[config.mk]
export PLATFORM = sky130hd
export DESIGN_NAME = word_dma_chan
export DESIGN_NICKNAME = d
export VERILOG_FILES = /design/src/rtl/wdma_pkg.sv /design/src/rtl/wdma_regs.sv /design/src/rtl/wdma_mover.sv /design/src/rtl/word_dma_chan.sv
export SDC_FILE = /design/constraint.sdc
export NUM_CORES = 1
export LEC_CHECK = 0
export BUFFER_PORTS_ARGS = -buffer_cell sky130_fd_sc_hd__buf_4
export CAP_MARGIN = 10
export CORE_MARGIN = 5
export CORE_UTILIZATION = 28
export DETAILED_ROUTE_END_ITERATION = 12
export GPL_ROUTABILITY_DRIVEN = 0
export HOLD_SLACK_MARGIN = 0.08
export PLACE_DENSITY = 0.53
export SLEW_MARGIN = 25
export SYNTH_ARGS = -nofsm -noshare
export SYNTH_HDL_FRONTEND = slang
export SYNTH_SLANG_ARGS = --single-unit
[constraint.sdc]
create_clock -name clk -period 2.4 [get_ports clk]
set_input_delay 0.48 -clock clk [delete_from_list [all_inputs] [get_ports clk]]
set_output_delay 0.48 -clock clk [all_outputs]
set_load 0.01 [all_outputs]
[src/rtl/wdma_pkg.sv]
package wdma_pkg;
  typedef enum logic [1:0] {ST_IDLE, ST_RD, ST_WR, ST_GAP} mv_state_t;

  localparam int CTL_GO      = 0;
  localparam int CTL_DSEL    = 1;
  localparam int CTL_SSEL    = 2;
  localparam int CTL_DINC    = 3;
  localparam int CTL_SINC    = 4;
  localparam int CTL_STOP    = 9;
  localparam int STA_BUSY    = 10;
  localparam int STA_DONE    = 11;
  localparam int STA_ERR     = 12;
  localparam int CTL_IE_ERR  = 17;
  localparam int CTL_IE_DONE = 18;

  localparam int SZ_CHUNK_LSB = 16;

  localparam logic [1:0] RA_CTRL = 2'd0;
  localparam logic [1:0] RA_SIZE = 2'd1;
  localparam logic [1:0] RA_SRC  = 2'd2;
  localparam logic [1:0] RA_DST  = 2'd3;
endpackage

[src/rtl/wdma_regs.sv]
module wdma_regs
  import wdma_pkg::*;
#(
  parameter int ADDR_W    = 32,
  parameter int MAX_CHUNK = 256,
  parameter int MAX_TOTAL = 4096,
  parameter int CHUNK_W   = $clog2(MAX_CHUNK + 1),
  parameter int TOTAL_W   = $clog2(MAX_TOTAL + 1)
) (
  input  logic               clk,
  input  logic               rst,
  input  logic               reg_we,
  input  logic [1:0]         reg_addr,
  input  logic [31:0]        reg_wdata,
  output logic [31:0]        reg_rdata,
  input  logic               busy,
  input  logic               fin_done,
  input  logic               fin_err,
  output logic               start,
  output logic               stop_req,
  output logic [ADDR_W-1:0]  src_base,
  output logic [ADDR_W-1:0]  dst_base,
  output logic [TOTAL_W-1:0] total,
  output logic [CHUNK_W-1:0] chunk,
  output logic               inc_src,
  output logic               inc_dst,
  output logic               src_sel,
  output logic               dst_sel,
  output logic               done,
  output logic               err,
  output logic               irq
);
  logic ie_done_q, ie_err_q;
  logic ctrl_wr, go_wr, size_ok, reject;
  logic unused_wdata;

  assign unused_wdata = ^reg_wdata;

  assign ctrl_wr  = reg_we && (reg_addr == RA_CTRL);
  assign go_wr    = ctrl_wr && reg_wdata[CTL_GO] && !busy;
  assign size_ok  = (chunk != '0) && (chunk <= CHUNK_W'(MAX_CHUNK)) &&
                    (total != '0) && (total <= TOTAL_W'(MAX_TOTAL));
  assign start    = go_wr && size_ok;
  assign reject   = go_wr && !size_ok;
  assign stop_req = ctrl_wr && reg_wdata[CTL_STOP] && busy;

  always_ff @(posedge clk) begin
    if (rst) begin
      src_base  <= '0;
      dst_base  <= '0;
      total     <= '0;
      chunk     <= '0;
      inc_src   <= 1'b0;
      inc_dst   <= 1'b0;
      src_sel   <= 1'b0;
      dst_sel   <= 1'b0;
      ie_done_q <= 1'b0;
      ie_err_q  <= 1'b0;
      done      <= 1'b0;
      err       <= 1'b0;
    end else begin
      if (reg_we && !busy) begin
        case (reg_addr)
          RA_CTRL: begin
            inc_src   <= reg_wdata[CTL_SINC];
            inc_dst   <= reg_wdata[CTL_DINC];
            src_sel   <= reg_wdata[CTL_SSEL];
            dst_sel   <= reg_wdata[CTL_DSEL];
            ie_done_q <= reg_wdata[CTL_IE_DONE];
            ie_err_q  <= reg_wdata[CTL_IE_ERR];
          end
          RA_SIZE: begin
            total <= reg_wdata[TOTAL_W-1:0];
            chunk <= reg_wdata[SZ_CHUNK_LSB +: CHUNK_W];
          end
          RA_SRC:  src_base <= reg_wdata[ADDR_W-1:0];
          default: dst_base <= reg_wdata[ADDR_W-1:0];
        endcase
      end
      if (start) begin
        done <= 1'b0;
        err  <= 1'b0;
      end else if (reject) begin
        done <= 1'b0;
        err  <= 1'b1;
      end else begin
        if (fin_done) done <= 1'b1;
        if (fin_err)  err  <= 1'b1;
      end
    end
  end

  assign irq = (done && ie_done_q) || (err && ie_err_q);

  always_comb begin
    reg_rdata = '0;
    case (reg_addr)
      RA_CTRL: begin
        reg_rdata[CTL_SINC]    = inc_src;
        reg_rdata[CTL_DINC]    = inc_dst;
        reg_rdata[CTL_SSEL]    = src_sel;
        reg_rdata[CTL_DSEL]    = dst_sel;
        reg_rdata[CTL_IE_DONE] = ie_done_q;
        reg_rdata[CTL_IE_ERR]  = ie_err_q;
        reg_rdata[STA_BUSY]    = busy;
        reg_rdata[STA_DONE]    = done;
        reg_rdata[STA_ERR]     = err;
      end
      RA_SIZE: begin
        reg_rdata[TOTAL_W-1:0]                 = total;
        reg_rdata[SZ_CHUNK_LSB +: CHUNK_W]     = chunk;
      end
      RA_SRC:  reg_rdata[ADDR_W-1:0] = src_base;
      default: reg_rdata[ADDR_W-1:0] = dst_base;
    endcase
  end
endmodule

[src/rtl/wdma_mover.sv]
module wdma_mover
  import wdma_pkg::*;
#(
  parameter int ADDR_W  = 32,
  parameter int DATA_W  = 32,
  parameter int CHUNK_W = 9,
  parameter int TOTAL_W = 13
) (
  input  logic               clk,
  input  logic               rst,
  input  logic               start,
  input  logic               stop_req,
  input  logic               inc_src,
  input  logic               inc_dst,
  input  logic [ADDR_W-1:0]  src_base,
  input  logic [ADDR_W-1:0]  dst_base,
  input  logic [TOTAL_W-1:0] total,
  input  logic [CHUNK_W-1:0] chunk,
  output logic               busy,
  output logic               fin_done,
  output logic               fin_err,
  output logic               mem_req,
  output logic               mem_we,
  output logic [ADDR_W-1:0]  mem_addr,
  output logic [DATA_W-1:0]  mem_wdata,
  input  logic [DATA_W-1:0]  mem_rdata,
  input  logic               mem_ack,
  input  logic               mem_err
);
  localparam logic [ADDR_W-1:0] STEP = ADDR_W'(4);

  mv_state_t           state_q;
  logic [TOTAL_W-1:0]  left_q;
  logic [CHUNK_W-1:0]  cnt_q;
  logic [ADDR_W-1:0]   src_q, dst_q;
  logic [DATA_W-1:0]   data_q;
  logic                stop_pend_q;
  logic                halt, wr_ok, last;

  assign halt  = stop_pend_q || stop_req;
  assign wr_ok = (state_q == ST_WR) && mem_ack && !mem_err;
  assign last  = (left_q == TOTAL_W'(1));

  assign busy      = (state_q != ST_IDLE);
  assign mem_req   = (state_q == ST_RD) || (state_q == ST_WR);
  assign mem_we    = (state_q == ST_WR);
  assign mem_addr  = (state_q == ST_WR) ? dst_q : src_q;
  assign mem_wdata = data_q;

  assign fin_done = wr_ok && last;
  assign fin_err  = (mem_req && mem_ack && mem_err) ||
                    (wr_ok && !last && halt) ||
                    ((state_q == ST_GAP) && halt);

  always_ff @(posedge clk) begin
    if (rst) begin
      state_q     <= ST_IDLE;
      left_q      <= '0;
      cnt_q       <= '0;
      src_q       <= '0;
      dst_q       <= '0;
      data_q      <= '0;
      stop_pend_q <= 1'b0;
    end else begin
      if (state_q != ST_IDLE && stop_req) stop_pend_q <= 1'b1;
      case (state_q)
        ST_IDLE: begin
          if (start) begin
            state_q     <= ST_RD;
            src_q       <= src_base;
            dst_q       <= dst_base;
            left_q      <= total;
            cnt_q       <= chunk;
            stop_pend_q <= 1'b0;
          end
        end
        ST_RD: begin
          if (mem_ack) begin
            if (mem_err) state_q <= ST_IDLE;
            else begin
              data_q  <= mem_rdata;
              state_q <= ST_WR;
            end
          end
        end
        ST_WR: begin
          if (mem_ack) begin
            if (mem_err) state_q <= ST_IDLE;
            else begin
              left_q <= left_q - TOTAL_W'(1);
              src_q  <= src_q + (inc_src ? STEP : '0);
              dst_q  <= dst_q + (inc_dst ? STEP : '0);
              if (last || halt) state_q <= ST_IDLE;
              else if (cnt_q == CHUNK_W'(1)) begin
                state_q <= ST_GAP;
                cnt_q   <= chunk;
              end else begin
                state_q <= ST_RD;
                cnt_q   <= cnt_q - CHUNK_W'(1);
              end
            end
          end
        end
        default: state_q <= halt ? ST_IDLE : ST_RD;
      endcase
    end
  end
endmodule

[src/rtl/word_dma_chan.sv]
module word_dma_chan #(
  parameter int ADDR_W    = 32,
  parameter int DATA_W    = 32,
  parameter int MAX_CHUNK = 256,
  parameter int MAX_TOTAL = 4096
) (
  input  logic              clk,
  input  logic              rst,
  input  logic              reg_we,
  input  logic [1:0]        reg_addr,
  input  logic [31:0]       reg_wdata,
  output logic [31:0]       reg_rdata,
  output logic              mem_req,
  output logic              mem_we,
  output logic [ADDR_W-1:0] mem_addr,
  output logic [DATA_W-1:0] mem_wdata,
  input  logic [DATA_W-1:0] mem_rdata,
  input  logic              mem_ack,
  input  logic              mem_err,
  output logic              src_sel,
  output logic              dst_sel,
  output logic              irq
);
  localparam int CHUNK_W = $clog2(MAX_CHUNK + 1);
  localparam int TOTAL_W = $clog2(MAX_TOTAL + 1);

  logic               busy, fin_done, fin_err, start, stop_req;
  logic               inc_src, inc_dst, done_flag, err_flag;
  logic [ADDR_W-1:0]  src_base, dst_base;
  logic [TOTAL_W-1:0] total;
  logic [CHUNK_W-1:0] chunk;

  wdma_regs #(
    .ADDR_W(ADDR_W), .MAX_CHUNK(MAX_CHUNK), .MAX_TOTAL(MAX_TOTAL),
    .CHUNK_W(CHUNK_W), .TOTAL_W(TOTAL_W)
  ) u_regs (
    .clk(clk), .rst(rst), .reg_we(reg_we), .reg_addr(reg_addr),
    .reg_wdata(reg_wdata), .reg_rdata(reg_rdata), .busy(busy),
    .fin_done(fin_done), .fin_err(fin_err), .start(start), .stop_req(stop_req),
    .src_base(src_base), .dst_base(dst_base), .total(total), .chunk(chunk),
    .inc_src(inc_src), .inc_dst(inc_dst), .src_sel(src_sel), .dst_sel(dst_sel),
    .done(done_flag), .err(err_flag), .irq(irq)
  );

  wdma_mover #(
    .ADDR_W(ADDR_W), .DATA_W(DATA_W), .CHUNK_W(CHUNK_W), .TOTAL_W(TOTAL_W)
  ) u_mover (
    .clk(clk), .rst(rst), .start(start), .stop_req(stop_req),
    .inc_src(inc_src), .inc_dst(inc_dst), .src_base(src_base), .dst_base(dst_base),
    .total(total), .chunk(chunk), .busy(busy), .fin_done(fin_done), .fin_err(fin_err),
    .mem_req(mem_req), .mem_we(mem_we), .mem_addr(mem_addr), .mem_wdata(mem_wdata),
    .mem_rdata(mem_rdata), .mem_ack(mem_ack), .mem_err(mem_err)
  );
endmodule

==> out/results.ini <==
[route]
drt_first_pass_iters = 5
vias = 11483
routedWlPerCell_um = 19.61
drcViolationCount = 0
vias_per_cell = 5.267
ant_nets = 0
drt-initial-drc-count = 829
drt_wl_total_mm = 42.75

[power]
p_int_uw = 6926
switching_power_uw = 2832
p_seq_frac = 0.397
p_comb_frac = 0.202
irDropWorstVdd_v = 0.0004492
p_leak_uw = 0.005601
swShare = 0.2902
pwr-share-clk = 0.402
p_per_area_nw_per_um2 = 649.4

[setup_path]
crit_required_ns = 1.92
ff2ff_setup_slack_ns = 0
crit_fanout = 7
critical_path_class = flop to output port
worstSetupEndpointType = output port
critPathLaunchType = flop
arrival_ns = 1.95

[global_route]
grt_use_total = 0.1802
grt_pass1_wl_mm = 64.67
grt-ovfl-total = 0
grt_start_max_net_pins = 75
antenna_found_initial = 0
grt_pass1_vias = 11152

[synthesis]
ys_seq_area_frac = 0.3849
ys.flop_type = dfxtp_1
synth_top_area_cell = dfxtp_1
synthCells = 1431
yosysWarnings = 0
synthTopCellsByArea = dfxtp_1 38%, nand2_1 12%, a21oi_1 9.2%, mux2_2 4.4%, mux2i_1 3.2%
netlist_area_um2 = 11180
syn_nets = 1515
ys_types = 70
ys_seq_elements = 215
yosysTopAreaCellShare = 0.3849
ys_async_sr_fraction = 0
synth_edf_count = 0
avgSynthCellArea_um2 = 7.814

[cts]
cts.sinks = 215
cts_buffers = 26
hold_buffers = 0
clockBufferDepth = 3
cts_root_buffer = clkbuf_16
clk_pin_slew_worst_paths_ns = 0.06
cts_tree = done
clock_latency_ns = 0.53
htree_levels = 1

[timing]
skew_ns = 0.01182
max_slew_margin = 0.6247
period_share = 1.012
tightest_slew_ns = 0.5629
layout_setup_ws_ns = -0.02938
max_freq_mhz = 411.6
hold_viol = 0
rsz0062_at_grt = true
maxSlewViolCount = 0
finalSetupViolations = 10
fin_crit_ns = 2.429

[die]
die_y_um = 209.8
die_w_um = 209.8
design.core.area_um2 = 39640
start_util = 0.2821
placementRows = 73
die_area_um2 = 44030
ios = 172

[status]
violations = negative setup slack
status = finished, violations left

[placement]
numPlacedInstances = 2109
place_area_um2 = 13500
port_buffers = 171
place_hpwl_mm = 28.40

[layout]
num-nets-final = 1721
final_area_um2 = 15030
drive_gt1_frac = 0.2538
n_antenna_cell = 0
final_cell_count_no_fill = 2180
area_growth_pct = 34.37

[flow_run]
cap_violations = 0

[worst_hold_path]
holdCritPathClass = primary input to flop

## cell type report
type	instances	area, um2
fill	4121	24610
multi-input combinational	1082	6510
sequential	215	4307
clock inverter	10	78.83
clock buffer	36	769.5
tap	525	656.9
inverter	23	95.09
timing repair buffer	289	2609
## cell usage after synthesis, types with 4 or more instances
master / instances
mux2i_1: 36
nand4_1: 20
and3_1: 11
nand3_1: 39
a22o_1: 17
ha_1: 13
a211oi_1: 10
o31ai_1: 11
mux2_2: 44
o21ai_0: 55
buf_1: 4
o2bb2ai_1: 5
nand2_1: 343
and2_1: 5
nor3_1: 32
o31a_1: 4
nand2b_1: 4
buf_2: 6
o32ai_1: 29
nor2b_1: 20
o41ai_1: 6
nor2_1: 66
o211ai_1: 6
a31oi_1: 9
o21a_1: 4
inv_1: 23
a32o_1: 9
mux4_2: 9
buf_4: 7
nor4_1: 11
dfxtp_1: 215
a21oi_1: 205
buf_6: 6
clkbuf_1: 88
a22oi_1: 6
## cells by family (layout without fill, tap and decap cells)
| logic type | after synthesis | count (layout) | synth area share |
|---|---|---|---|
| AND/OR/NAND/NOR | 578 | 578 | 0.2307 |
| AO/OA/AOI/OAI | 398 | 399 | 0.2203 |
| flip-flops | 215 | 215 | 0.3849 |
| buffers and inverters | 135 | 358 | 0.05248 |
| multiplexers | 89 | 89 | 0.09466 |
| adder cells (fa/ha/maj) | 13 | 13 | 0.01455 |
| XOR/XNOR | 3 | 3 | 0.002350 |
## sequential cells by signal (all words and copies together) (netlist names)
signal,flops
u_mover.cnt_q,9
u_mover.dst_q,32
u_mover.left_q,13
u_mover.mem_wdata,32
u_mover.src_q,32
u_mover.state_q,2
u_mover.stop_pend_q,1
u_regs.chunk,9
u_regs.done,1
u_regs.dst_base,32
u_regs.dst_sel,1
u_regs.err,1
u_regs.ie_done_q,1
u_regs.ie_err_q,1
u_regs.inc_dst,1
u_regs.inc_src,1
u_regs.src_base,32
u_regs.src_sel,1
u_regs.total,13
## worst max-delay path: stages, from the launching register on
cell and delay [ns]:
dfxtp_2 0.34, buf_6 0.10, ha_4 0.23, buf_12 0.16, buf_16 0.14, mux2_4 0.32
buf_6 0.12
## final timing paths
kind / startpoint / end / cells after the start
setup reg to reg: u_regs.total[5] / u_mover.dst_q[28] / 8
setup / recovery: u_mover.state_q[1] / mem_addr[25] / 6
hold reg to reg: u_mover.mem_wdata[20] / u_mover.mem_wdata[20] / 2
hold / removal: mem_rdata[23] / u_mover.mem_wdata[23] / 3
## through the flow
stage	utilization	setup TNS [ns]	setup WS [ns]	power (uW)	hold slack [ns]
after global routing	0.3790	-1.195	-0.07723	10160	0.1755
final	0.3790	-0.2479	-0.02938	9758	0.1925
after floorplan	-	0	0.06434	4899	0.4386
after global placement	0.3406	0	0.1306	5639	0.4423
after CTS	0.3747	-0.9496	-0.08192	9692	0.1761
after detailed placement	0.3406	0	0.1096	5655	0.4490
## routing by layer
metal	vias to the layer above	wire [um]	global-route usage
met5	-	0	0
met4	0	1130	0.04905
met3	73	3468	0.04305
met2	420	19510	0.2912
met1	5468	18640	0.2417
li1	5522	-	-
## placed cells by master (no fill, tap or decap), types with 19 or more instances in the layout
cell       instances
buf_4            233
nor2_1            64
o21ai_0           53
inv_1             19
nand3_1           39
buf_6             35
a21oi_1          204
dfxtp_1          213
mux2i_1           36
nor3_1            32
nand4_1           20
nor2b_1           20
clkbuf_16         29
o32ai_1           26
mux2_4            30
nand2_1          343
## what timing repair did
action | 4_1_cts | 5_1_grt
cloned | 5 | 5
endpoints found under the setup margin | 33 | 46
buffers inserted | 12 | 6
gates resized for setup | 60 | 37
pin swaps | 2 | 7
## power by group through the flow
| stage | registers [uW] | clock network [uW] | logic (uW) |
|---|---|---|---|
| final | 3870 | 3920 | 1970 |
| after floorplan | 3900 | 0 | 998 |
| after CTS | 3860 | 4020 | 1810 |
| after global routing | 3890 | 4150 | 2120 |
| after detailed placement | 3940 | 0 | 1720 |
| after global placement | 3930 | 0 | 1710 |
No activity file was read; power rests on OpenSTA's default activity.
